$ cat config.mk
export PLATFORM = sky130hd
export DESIGN_NAME = ext_bus_switch
export DESIGN_NICKNAME = d
export VERILOG_FILES = /design/src/rtl/ext_bus_switch.sv
export SDC_FILE = /design/constraint.sdc
export NUM_CORES = 1
export LEC_CHECK = 0
export BUFFER_PORTS_ARGS = -buffer_cell sky130_fd_sc_hd__buf_2
export CAP_MARGIN = 5
export CORE_ASPECT_RATIO = 0.8
export CORE_MARGIN = 2
export CORE_UTILIZATION = 53
export DETAILED_ROUTE_END_ITERATION = 10
export PLACE_DENSITY_LB_ADDON = 0.15
export SLEW_MARGIN = 10
export SYNTH_ARGS = -nofsm -noshare
export SYNTH_HDL_FRONTEND = slang
export SYNTH_SLANG_ARGS = --single-unit
$ cat constraint.sdc
create_clock -name clk -period 4.95 [get_ports clk]
set_clock_uncertainty 0.2 [all_clocks]
set_input_delay 0.99 -clock clk [delete_from_list [all_inputs] [get_ports clk]]
set_output_delay 0.99 -clock clk [all_outputs]
set_load 0.005 [all_outputs]
$ cat src/rtl/ext_bus_switch.sv
module ext_bus_switch #(
  parameter int AW  = 16,
  parameter int DW  = 16,
  parameter int BW  = 6,
  parameter int WSW = 4
) (
  input  logic            clk,
  input  logic            rst_n,
  input  logic            cfg_we,
  input  logic [2:0]      cfg_addr,
  input  logic [15:0]     cfg_wdata,
  output logic [15:0]     cfg_rdata,
  input  logic [2:0]      bus_stb,
  input  logic [2:0]      bus_we,
  input  logic [3*AW-1:0] bus_addr,
  input  logic [3*DW-1:0] bus_wdata,
  output logic [2:0]      bus_ext,
  output logic [2:0]      bus_done,
  output logic [DW-1:0]   rd_data,
  input  logic            dtack_n,
  output logic            core_dtack_n,
  output logic [AW-1:0]   ext_addr,
  output logic [DW-1:0]   ext_wdata,
  output logic            ext_data_oe,
  input  logic [DW-1:0]   ext_rdata,
  output logic [2:0]      ext_rd_n,
  output logic [2:0]      ext_wr_n
);
  localparam int NS   = 3;
  localparam int NR   = 2 * NS;
  localparam int TMAX = 2 * ((1 << WSW) + 1);
  localparam int CW   = $clog2(TMAX + 1);
  localparam int BLO  = WSW;
  localparam int BHI  = WSW + BW - 1;
  localparam logic [15:0] MASK = 16'hC000 | 16'((1 << (BW + WSW)) - 1);
  localparam logic [15:0] RST0 = 16'h8000 | 16'(((1 << BW) - 2) << WSW) | 16'((1 << WSW) - 1);
  localparam logic [15:0] RST1 = 16'h8000 | 16'(((1 << BW) - 1) << WSW) | 16'((1 << WSW) - 1);

  logic [15:0] cfg [NR];
  logic [15:0] sel [NS];

  always_ff @(posedge clk or negedge rst_n) begin
    if (!rst_n) begin
      for (int i = 0; i < NR; i++) cfg[i] <= (i % 2 == 1) ? RST1 : RST0;
    end else if (cfg_we) begin
      for (int i = 0; i < NR; i++)
        if (int'(cfg_addr) == i) cfg[i] <= cfg_wdata & MASK;
    end
  end

  always_comb begin
    cfg_rdata = '0;
    for (int i = 0; i < NR; i++)
      if (int'(cfg_addr) == i) cfg_rdata = cfg[i];
  end

  for (genvar s = 0; s < NS; s++) begin : g_dec
    logic [BW-1:0] tag;
    logic hit1, hit0;
    assign tag        = bus_addr[s*AW+AW-1 -: BW];
    assign hit1       = tag >= cfg[2*s+1][BHI:BLO];
    assign hit0       = tag >= cfg[2*s][BHI:BLO];
    assign bus_ext[s] = hit1 | hit0;
    assign sel[s]     = hit1 ? cfg[2*s+1] : cfg[2*s];
  end

  logic [2:0] stb_q, pend;
  logic       act, fin, own_ack_n;
  logic [1:0] sp;
  logic [CW-1:0] cnt, tlim;
  logic       c_style, c_en, c_we;
  logic [AW-1:0] c_addr;
  logic [DW-1:0] c_wdata;

  logic       pick_v;
  logic [1:0] pick;
  logic [15:0] pick_cfg;
  logic [AW-1:0] pick_addr;
  logic [DW-1:0] pick_wdata;
  logic       pick_we;

  always_comb begin
    pick_v = 1'b0; pick = '0; pick_cfg = '0;
    pick_addr = '0; pick_wdata = '0; pick_we = 1'b0;
    for (int s = NS - 1; s >= 0; s--) begin
      if (pend[s]) begin
        pick_v     = 1'b1;
        pick       = 2'(s);
        pick_cfg   = sel[s];
        pick_addr  = bus_addr[s*AW +: AW];
        pick_wdata = bus_wdata[s*DW +: DW];
        pick_we    = bus_we[s];
      end
    end
  end

  assign own_ack_n    = ~(act && cnt == tlim);
  assign core_dtack_n = dtack_n | own_ack_n;
  assign fin          = act & ~core_dtack_n;

  logic [2:0] clr;
  assign clr = (!act && pick_v) ? (3'b001 << pick) : 3'b000;

  always_ff @(posedge clk or negedge rst_n) begin
    if (!rst_n) begin
      stb_q <= '0;
      pend  <= '0;
    end else begin
      stb_q <= bus_stb;
      pend  <= (pend | (bus_stb & ~stb_q & bus_ext)) & ~clr;
    end
  end

  always_ff @(posedge clk or negedge rst_n) begin
    if (!rst_n) begin
      act <= 1'b0; sp <= '0; cnt <= '0; tlim <= '0;
      c_style <= 1'b1; c_en <= 1'b0; c_we <= 1'b0;
      c_addr <= '0; c_wdata <= '0;
      bus_done <= '0; rd_data <= '0;
    end else begin
      bus_done <= '0;
      if (!act) begin
        if (pick_v) begin
          act     <= 1'b1;
          sp      <= pick;
          cnt     <= '0;
          tlim    <= CW'((32'(pick_cfg[WSW-1:0]) + 2) * 2 - 1);
          c_style <= pick_cfg[15];
          c_en    <= pick_cfg[14];
          c_we    <= pick_we;
          c_addr  <= pick_addr;
          c_wdata <= pick_wdata;
        end
      end else if (fin) begin
        act      <= 1'b0;
        bus_done <= 3'b001 << sp;
        if (c_en && !c_we) rd_data <= ext_rdata;
      end else if (cnt != tlim) begin
        cnt <= cnt + 1'b1;
      end
    end
  end

  for (genvar s = 0; s < NS; s++) begin : g_stb
    logic on;
    assign on          = act && c_en && (sp == 2'(s));
    assign ext_rd_n[s] = ~(on && (c_style ? ~c_we : 1'b1));
    assign ext_wr_n[s] = ~(on && c_we);
  end

  assign ext_addr    = act ? c_addr : '0;
  assign ext_wdata   = c_wdata;
  assign ext_data_oe = act & c_en & c_we;


  pick_order_chk: assert property (@(posedge clk) disable iff (!rst_n)
    (!act && pend[0]) |=> (act && sp == 2'd0));

  one_space_chk: assert property (@(posedge clk) disable iff (!rst_n)
    ($countones(~ext_rd_n) <= 1) && ($countones(~ext_wr_n) <= 1));

  idle_strobes_chk: assert property (@(posedge clk) disable iff (!rst_n)
    !act |-> ((&ext_rd_n) && (&ext_wr_n) && !ext_data_oe));

  done_after_ack_chk: assert property (@(posedge clk) disable iff (!rst_n)
    (bus_done != 3'b000) |-> ($past(!core_dtack_n) && !act));

  act_min_chk: assert property (@(posedge clk) disable iff (!rst_n)
    $rose(act) |=> act ##1 act ##1 act);

  dtack_hold_chk: assert property (@(posedge clk) disable iff (!rst_n)
    (act && dtack_n) |=> (act && bus_done == 3'b000));

  unused_zero_chk: assert property (@(posedge clk) disable iff (!rst_n)
    (cfg_rdata & ~MASK) == 16'h0000);

  done_onehot_chk: assert property (@(posedge clk) disable iff (!rst_n)
    $onehot0(bus_done));
endmodule

==> qor.log, run 1 <==
[timing] worst relative slew slack 43.80%
[detailed_routing] total length of routed wires 21330 um
[floorplanning] std cell rows 40
[detailed_routing] total via count after detailed routing 6717
[pwr] power after layout 3846 uW
[global_route] maximum number of pins on one net before global-route repair 96
[floorplanning] I/O pins 219
[place] half-perimeter wire length after detailed placement 15550 um
[timing] f_max 241.9 MHz
[detailed_routing] routed wire length per instance 17.24 um
[yosys] number of different library cells in the post-synthesis netlist 50
[yosys] Area contributors post-synth sky130_fd_sc_hd__dfrtp_1 (25%), sky130_fd_sc_hd__dfstp_2 (21%), sky130_fd_sc_hd__mux2_2 (11%)
[floorplanning] floorplan die height 115.1 um
[min_path] worst min-delay path category reg -> reg
[yosys] sequential area share after synthesis 45.95%
[global_route] aggregate global-route resource usage 26.99%
[critical_path] Crit Path Class in -> reg
[cts] total of cells resized after clock tree synthesis 0
[pwr] power density normalized to cell area 381.7 nW/um2
[critical_path] slowest CP cell sky130_fd_sc_hd__a222oi_1
[cts] Clk Tree Root Cell sky130_fd_sc_hd__clkbuf_16
[timing] hold slack final 0.2731 ns
[global_route] number of global-route vias before repair 6605
[cts] CTS tree done
[place] PortBufs 210
[critical_path] delay of the slowest cell on the worst path 0.54 ns
[timing] number of pins exceeding their max-slew limit in the final report 0
[critical_path] required time at the endpoint of the critical path 5.10 ns
[yosys] synthesized cell area 8179 um2
[global_route] global-route congestion overflow total 0
[detailed_routing] number of search-and-repair iterations in the first detailed-routing pass 5
[critical_path] category of the worst setup path launch point primary input
[yosys] register bit total from synthesis 147
[cts] Clock transition at path regs 0.06 ns
[global_route] wire length of the first global-routing pass 34340 um
[place] GPL Wtd Cong 0.8649
[outcome] result of the run finished clean
[timing] total negative slack for setup checks 0 ns
[yosys] share of the synthesized area in the top cell type 25.39%
[layout] layout-stage area growth over the synthesis result 23.19%
[yosys] synth warn 0
[yosys] Async S/R FF share, synth 100.0%
[floorplanning] core area 15060 um2
[detailed_routing] Residual DRC 0
[layout] FF+latch area 3760 um2
[timing] time the final worst path needs with I/O delays and setup 4.134 ns
[cts] Post-CTS Setup Inserts 0
[critical_path] chain of cells forming the critical path buf_2, ha_1, a211o_1, a21oi_2, o21ai_2, mux2_1, a222oi_1, inv_1, ha_1, nor2b_1, or4_2, o31a_1, a31oi_1
[cts] insertion delay of the later-clocked pin in the worst-skew pair 0.43 ns
[detailed_routing] antenna violation net count after detailed routing 0
[critical_path] Crit Path Max Fanout 4
[cts] total clock buffers created by CTS 17
[cts] buffers from clock root to sink, at most 2
[yosys] Gate Count Post-Synth 815
[pwr] static leakage power 0.004797 uW
[pwr] peak supply drop 0.2717 mV
[layout] proportion of layout cells with a drive suffix above 1 40.70%
[critical_path] family with the most delay on the worst path compound AO/OA/AOI/OAI gates
[layout] ANT cells 0
[yosys] main flop type after synthesis sky130_fd_sc_hd__dfrtp_1
[global_route] initial antenna violation count 0
[yosys] Post-synth EDFFs 0
[floorplanning] die footprint 16450 um2
[layout] total area of multi-input combinational cells 4096 um2
[detailed_routing] vias per std cell 5.430
[layout] number of nets in the finished design 1195
[timing] setup repair after global routing missed its margin false
[place] cell count after placement 1205
[cts] htree depth 4
[timing] Worst Max-Slew Pin Slew 0.8431 ns
[cts] CTS Sinks 147
[timing] number of hold-slack violations in the final timing report 0
[floorplanning] starting utilization of the core area 54.29%
[detailed_routing] number of violations reported at the end of detailed-routing iteration 0 439
[critical_path] count of buffer and inverter cells on the critical path 2
[yosys] Synth area leader sky130_fd_sc_hd__dfrtp_1
[timing] fin crit share 83.52%
[layout] number of inserted filler cells in the final layout 1205
[yosys] syn_area_per_cell 10.04 um2
[layout] final std cells w/o fill 1237
[floorplanning] Die Wd 142.9 um
[cts] number of hold-repair buffers added at the cts stage 0
[timing] number of endpoints failing setup at the final stage 0
[critical_path] endpoint kind of the worst setup timing path register
[critical_path] cell mode on critical path sky130_fd_sc_hd__ha_1
[layout] utilization after layout 66.89%
[critical_path] Worst Path Arrival 4.29 ns
[flow_run] Max-cap violations 0
==> placed cells by master, fill, tap and decap left out, types with 5 or more instances in the layout <==
cell	Yosys	final
sky130_fd_sc_hd__buf_2	0	209
sky130_fd_sc_hd__nand2_1	87	87
sky130_fd_sc_hd__dfrtp_1	83	82
sky130_fd_sc_hd__mux2_2	81	81
sky130_fd_sc_hd__nor2_1	66	65
sky130_fd_sc_hd__dfstp_2	64	64
sky130_fd_sc_hd__o21ai_0	62	62
sky130_fd_sc_hd__a21oi_1	53	53
sky130_fd_sc_hd__ha_1	40	40
sky130_fd_sc_hd__inv_1	39	39
sky130_fd_sc_hd__a22oi_1	33	33
sky130_fd_sc_hd__mux2i_1	28	28
sky130_fd_sc_hd__and2_1	19	19
sky130_fd_sc_hd__clkbuf_16	0	17
sky130_fd_sc_hd__buf_4	5	17
sky130_fd_sc_hd__nand2b_1	12	12
sky130_fd_sc_hd__a21o_1	11	11
sky130_fd_sc_hd__o221ai_1	11	11
sky130_fd_sc_hd__nor2b_1	8	8
sky130_fd_sc_hd__xnor2_1	7	7
sky130_fd_sc_hd__a211o_1	5	5
sky130_fd_sc_hd__xor2_1	5	5
==> layer usage <==
metal	track usage (%)	vias up	wire length, um
li1	-	3251	-
met1	38.35	3244	9896
met2	42.63	207	10000
met3	6.872	15	1278
met4	5.017	0	150
met5	0	-	0
==> layout make-up <==
type                            count  area share [%]
Clock buffer                       19           4.396
Inverter                           39           1.453
Clock inverter                     13           1.813
Sequential cell                   147           37.32
Timing Repair Buffer              227           11.76
Multi-Input combinational cell    582           40.66
Tap cell                          210           2.608
==> report_power, final <==
group | switching, uW | internal, uW
logic | 514 | 440
clock network | 508 | 856
registers | 106 | 1420
total | 1130 | 2720
==> logic make-up (layout without fill, tap and decap cells) <==
| kind of cell | count (synthesis) | after routing | share of synthesized area [%] |
|---|---|---|---|
| buffers and inverters | 89 | 298 | 4.314 |
| adder cells (fa/ha/maj) | 40 | 40 | 6.119 |
| other | 1 | 4 | 0.04585 |
| flip-flops | 147 | 147 | 45.95 |
| AND/OR/NAND/NOR | 216 | 216 | 12.10 |
| XOR/XNOR | 12 | 12 | 1.285 |
| AO/OA/AOI/OAI | 200 | 200 | 15.47 |
| multiplexers | 110 | 110 | 14.72 |
==> sequential cells by signal, indices dropped and copies added, names as in the netlist, 2 cells and up <==
signal / flops
bus_done: 3
c_addr: 16
cfg: 72
cnt: 6
ext_wdata: 16
pend: 3
rd_data: 16
sp: 2
stb_q: 3
tlim: 6
==> worst register-to-register path, cell delays in order, from the launching register on <==
cell and delay [ns]:
sky130_fd_sc_hd__dfstp_2 0.54, sky130_fd_sc_hd__inv_1 0.04, sky130_fd_sc_hd__ha_1 0.29, sky130_fd_sc_hd__a211o_1 0.31
sky130_fd_sc_hd__a21oi_2 0.14, sky130_fd_sc_hd__o21ai_2 0.15, sky130_fd_sc_hd__mux2_1 0.34, sky130_fd_sc_hd__a222oi_1 0.54
sky130_fd_sc_hd__inv_1 0.14, sky130_fd_sc_hd__ha_1 0.36, sky130_fd_sc_hd__nor2b_1 0.08, sky130_fd_sc_hd__or4_2 0.54
sky130_fd_sc_hd__o31a_1 0.12, sky130_fd_sc_hd__a31oi_1 0.15
==> cells in the mapped netlist (all sizes together), types with 2 or more instances <==
cell and n:
buf 13, a211oi 3, nand2 87, nand3 4, a222oi 3, dfstp 64
nor3 5, ha 40, a211o 5, and2 19, a21o 11, or2 2
a31oi 2, xnor2 7, a22oi 33, nand4 3, nor2 66, o221ai 11
clkbuf 37, nand3b 2, a221oi 2, a21oi 55, mux2 82, mux2i 28
nand2b 12, o21ai 65, xor2 5, nor2b 8, a22o 2, nor3b 4
dfrtp 83, inv 39, o21a 2
==> worst paths after layout <==
| check | endpoint | from | slack, ns | cells after the start |
|---|---|---|---|---|
| max | tlim[5] | bus_addr[45] | 0.82 | 13 |
| min | ext_wdata[14] | ext_wdata[14] | 0.27 | 2 |
| max reg2reg | tlim[5] | cfg[7] | 0.94 | 13 |
| min reg2reg | ext_wdata[14] | ext_wdata[14] | 0.27 | 2 |
| max in group asynchronous | cfg[86] | rst_n | 3.10 | 2 |
| min in group asynchronous | tlim[5] | rst_n | 0.46 | 1 |
==> metrics by stage <==
stage | worst slack, ns | cell area (um2)
6_report | 0.8156 | 10080
5_1_grt | 0.6733 | 10080
4_1_cts | 0.8169 | 10080
3_5_place_dp | 0.4059 | 9450
3_3_place_gp | 0.4688 | 9450
2_1_floorplan | 0.8824 | 8190
Note: power is estimated with default switching activity, not from simulation.
==> run 2: changes to the inputs <==
--- a/config.mk
+++ b/config.mk
@@ -9,7 +9,7 @@
 export CAP_MARGIN = 5
 export CORE_ASPECT_RATIO = 0.8
 export CORE_MARGIN = 2
-export CORE_UTILIZATION = 53
+export CORE_UTILIZATION = 48
 export DETAILED_ROUTE_END_ITERATION = 10
 export PLACE_DENSITY_LB_ADDON = 0.15
 export SLEW_MARGIN = 10
==> constraint.sdc (replaced) <==
create_clock -name clk -period 3.55 [get_ports clk]
set_clock_uncertainty 0.2 [all_clocks]
set_input_delay 0.71 -clock clk [delete_from_list [all_inputs] [get_ports clk]]
set_output_delay 0.71 -clock clk [all_outputs]
set_load 0.005 [all_outputs]
==> run 2 against run 1 <==
Effect of this change:
- the flow now finishes with violations (setup timing)
- clock power up 47%
- final cell count increased by 4.1%
- critical path type is now reg -> reg
- largest cell class unchanged
- utilization fell by 3.5 points
- largest power group unchanged
- critical endpoint unchanged
- highest routed layer unchanged
==> qor.log, run 2 (same netlist as run 1, synthesis figures left out) <==
[pwr] power density normalized to cell area 538.7 nW/um2
[pwr] peak supply drop 0.2678 mV
[critical_path] delay of the slowest cell on the worst path 0.55 ns
[critical_path] Crit Path Max Fanout 3
[global_route] maximum number of pins on one net before global-route repair 77
[layout] most common cell after layout, fill and taps aside sky130_fd_sc_hd__buf_2
[layout] final std cells w/o fill 1288
[critical_path] chain of cells forming the critical path inv_1, ha_4, a211o_1, a21oi_4, o21ai_4, mux2_4, a222oi_1, buf_4, inv_2, ha_2, nor2b_4, or4_4, o31a_1, a31oi_1
[place] GPL Wtd Cong 0.8771
[min_path] worst min-delay path category in -> async
[critical_path] endpoint kind of the worst setup timing path register
[detailed_routing] vias per std cell 5.323
[floorplanning] core area 16610 um2
[critical_path] slowest CP cell sky130_fd_sc_hd__dfstp_2
[outcome] result of the run finished with violations
[timing] Worst Max-Slew Pin Slew 0.6576 ns
[critical_path] Worst Path Arrival 3.75 ns
[detailed_routing] routed wire length per instance 17.00 um
[cts] insertion delay of the later-clocked pin in the worst-skew pair 0.43 ns
[layout] leading cell types in the layout, fill and taps excluded sky130_fd_sc_hd__buf_2 (209), sky130_fd_sc_hd__nand2_1 (87), sky130_fd_sc_hd__dfrtp_1 (82), sky130_fd_sc_hd__mux2_2 (79), sky130_fd_sc_hd__nor2_1 (65)
[cts] htree depth 4
[layout] number of nets in the finished design 1236
[timing] time the final worst path needs with I/O delays and setup 3.597 ns
[global_route] global-route met3 utilization 5.283%
[detailed_routing] total length of routed wires 21890 um
[global_route] met1 track demand over resource in global routing 35.59%
[floorplanning] I/O pins 219
[critical_path] category of the worst setup path launch point register
[pwr] power after layout 5674 uW
[place] PortBufs 210
[floorplanning] floorplan die height 120.8 um
[timing] number of endpoints failing setup at the final stage 1
[place] cell count after placement 1254
[cts] CTS tree done
[layout] largest reg by FF count cfg
[detailed_routing] Residual DRC 0
[critical_path] Crit Path Class reg -> reg
[floorplanning] Die Wd 149.9 um
[critical_path] count of buffer and inverter cells on the critical path 3
[layout] layout-stage area growth over the synthesis result 28.76%
[layout] ANT cells 0
[cts] buffers from clock root to sink, at most 2
[timing] setup repair after global routing missed its margin true
[floorplanning] starting utilization of the core area 49.25%
[detailed_routing] antenna violation net count after detailed routing 0
[detailed_routing] number of search-and-repair iterations in the first detailed-routing pass 5
[critical_path] family with the most delay on the worst path compound AO/OA/AOI/OAI gates
[timing] worst relative slew slack 56.16%
[timing] fin crit share 101.3%
[global_route] GRT met2 Usage 39.13%
[timing] f_max 278.0 MHz
[pwr] static leakage power 0.005024 uW
[global_route] number of global-route vias before repair 6861
[cts] CTS Sinks 147
[global_route] wire length of the first global-routing pass 35090 um
[global_route] global-route congestion overflow total 0
[floorplanning] die footprint 18110 um2
[timing] number of hold-slack violations in the final timing report 0
[detailed_routing] total via count after detailed routing 6856
[timing] worst-case setup margin in the final layout -0.04682 ns
[critical_path] required time at the endpoint of the critical path 3.70 ns
[layout] proportion of layout cells with a drive suffix above 1 43.82%
[flow_run] Max-cap violations 0
[place] half-perimeter wire length after detailed placement 16390 um
[global_route] aggregate global-route resource usage 24.87%
[global_route] Most Used Layer, Global Route met2
[floorplanning] std cell rows 42
[cts] Clock transition at path regs 0.06 ns
[timing] number of pins exceeding their max-slew limit in the final report 0
[outcome] violated checks setup timing
[layout] number of flip-flops in the largest register 72
[cts] total clock buffers created by CTS 17
[global_route] initial antenna violation count 0
[timing] hold slack final 0.07588 ns
[detailed_routing] number of violations reported at the end of detailed-routing iteration 0 391
[cts] number of hold-repair buffers added at the cts stage 0
[cts] Clk Tree Root Cell sky130_fd_sc_hd__clkbuf_16
## run 2: report_power, final
group | total [uW] | switching (uW) | internal (uW)
clock | 2000 | 721 | 1280
combinational | 1530 | 770 | 761
sequential | 2140 | 158 | 1980
total | 5670 | 1650 | 4030
## run 2: area by class of cell
cell class / count / area, um2
clock buffers: 19 / 452.9
clock inverters: 13 / 206.4
fillers: 1420 / 6075
inverters: 39 / 146.4
multi-input cells: 582 / 4185
flip-flops and latches: 147 / 3760
well taps: 220 / 275.3
repair buffers: 268 / 1505
## run 2: worst reg2reg max path, stage by stage, from the launching register on
cell                       delay, ns
sky130_fd_sc_hd__dfstp_2        0.55
sky130_fd_sc_hd__inv_1          0.06
sky130_fd_sc_hd__ha_4           0.21
sky130_fd_sc_hd__a211o_1        0.29
sky130_fd_sc_hd__a21oi_4        0.22
sky130_fd_sc_hd__o21ai_4        0.12
sky130_fd_sc_hd__mux2_4         0.31
sky130_fd_sc_hd__a222oi_1       0.32
sky130_fd_sc_hd__buf_4          0.19
sky130_fd_sc_hd__inv_2          0.06
sky130_fd_sc_hd__ha_2           0.19
sky130_fd_sc_hd__nor2b_4        0.12
sky130_fd_sc_hd__or4_4          0.40
sky130_fd_sc_hd__o31a_1         0.12
sky130_fd_sc_hd__a31oi_1        0.16
## run 2: final timing paths
path	depth (start not counted)	endpoint	slack, ns	start
worst max register to register	14	tlim[5]	-0.05	cfg[39]
worst min-delay path	1	cfg[14]	0.08	rst_n
worst max-delay path	14	tlim[5]	-0.05	cfg[39]
worst min register to register	2	c_addr[9]	0.27	c_addr[9]
min in group clk	1	stb_q[1]	0.20	bus_stb[1]
max in group asynchronous	2	cfg[85]	2.26	rst_n
## run 2: metrics by stage
step	setup TNS, ns	worst slack [ns]	instance area [um2]	utilization [%]
CTS	-0.05132	-0.05132	10530	63.39
global placement	-0.5507	-0.4004	9844	59.28
floorplan	-0.06984	-0.06984	8267	-
detailed placement	-0.6660	-0.4476	9844	59.28
global route	-0.1679	-0.1679	10530	63.42
finish	-0.04682	-0.04682	10530	63.42
## run 2: what timing repair did
action / CTS / global route
endpoints found under the setup margin: 1 / 3
setup buffers: 2 / 0
pin swaps: 4 / 5
resized for setup: 2 / 3
## run 2: layer usage
layer	share of wire, %	vias up
li1	-	3341
met4	0.99	0
met3	4.8	21
met1	48	3311
met2	46	183
met5	0	-
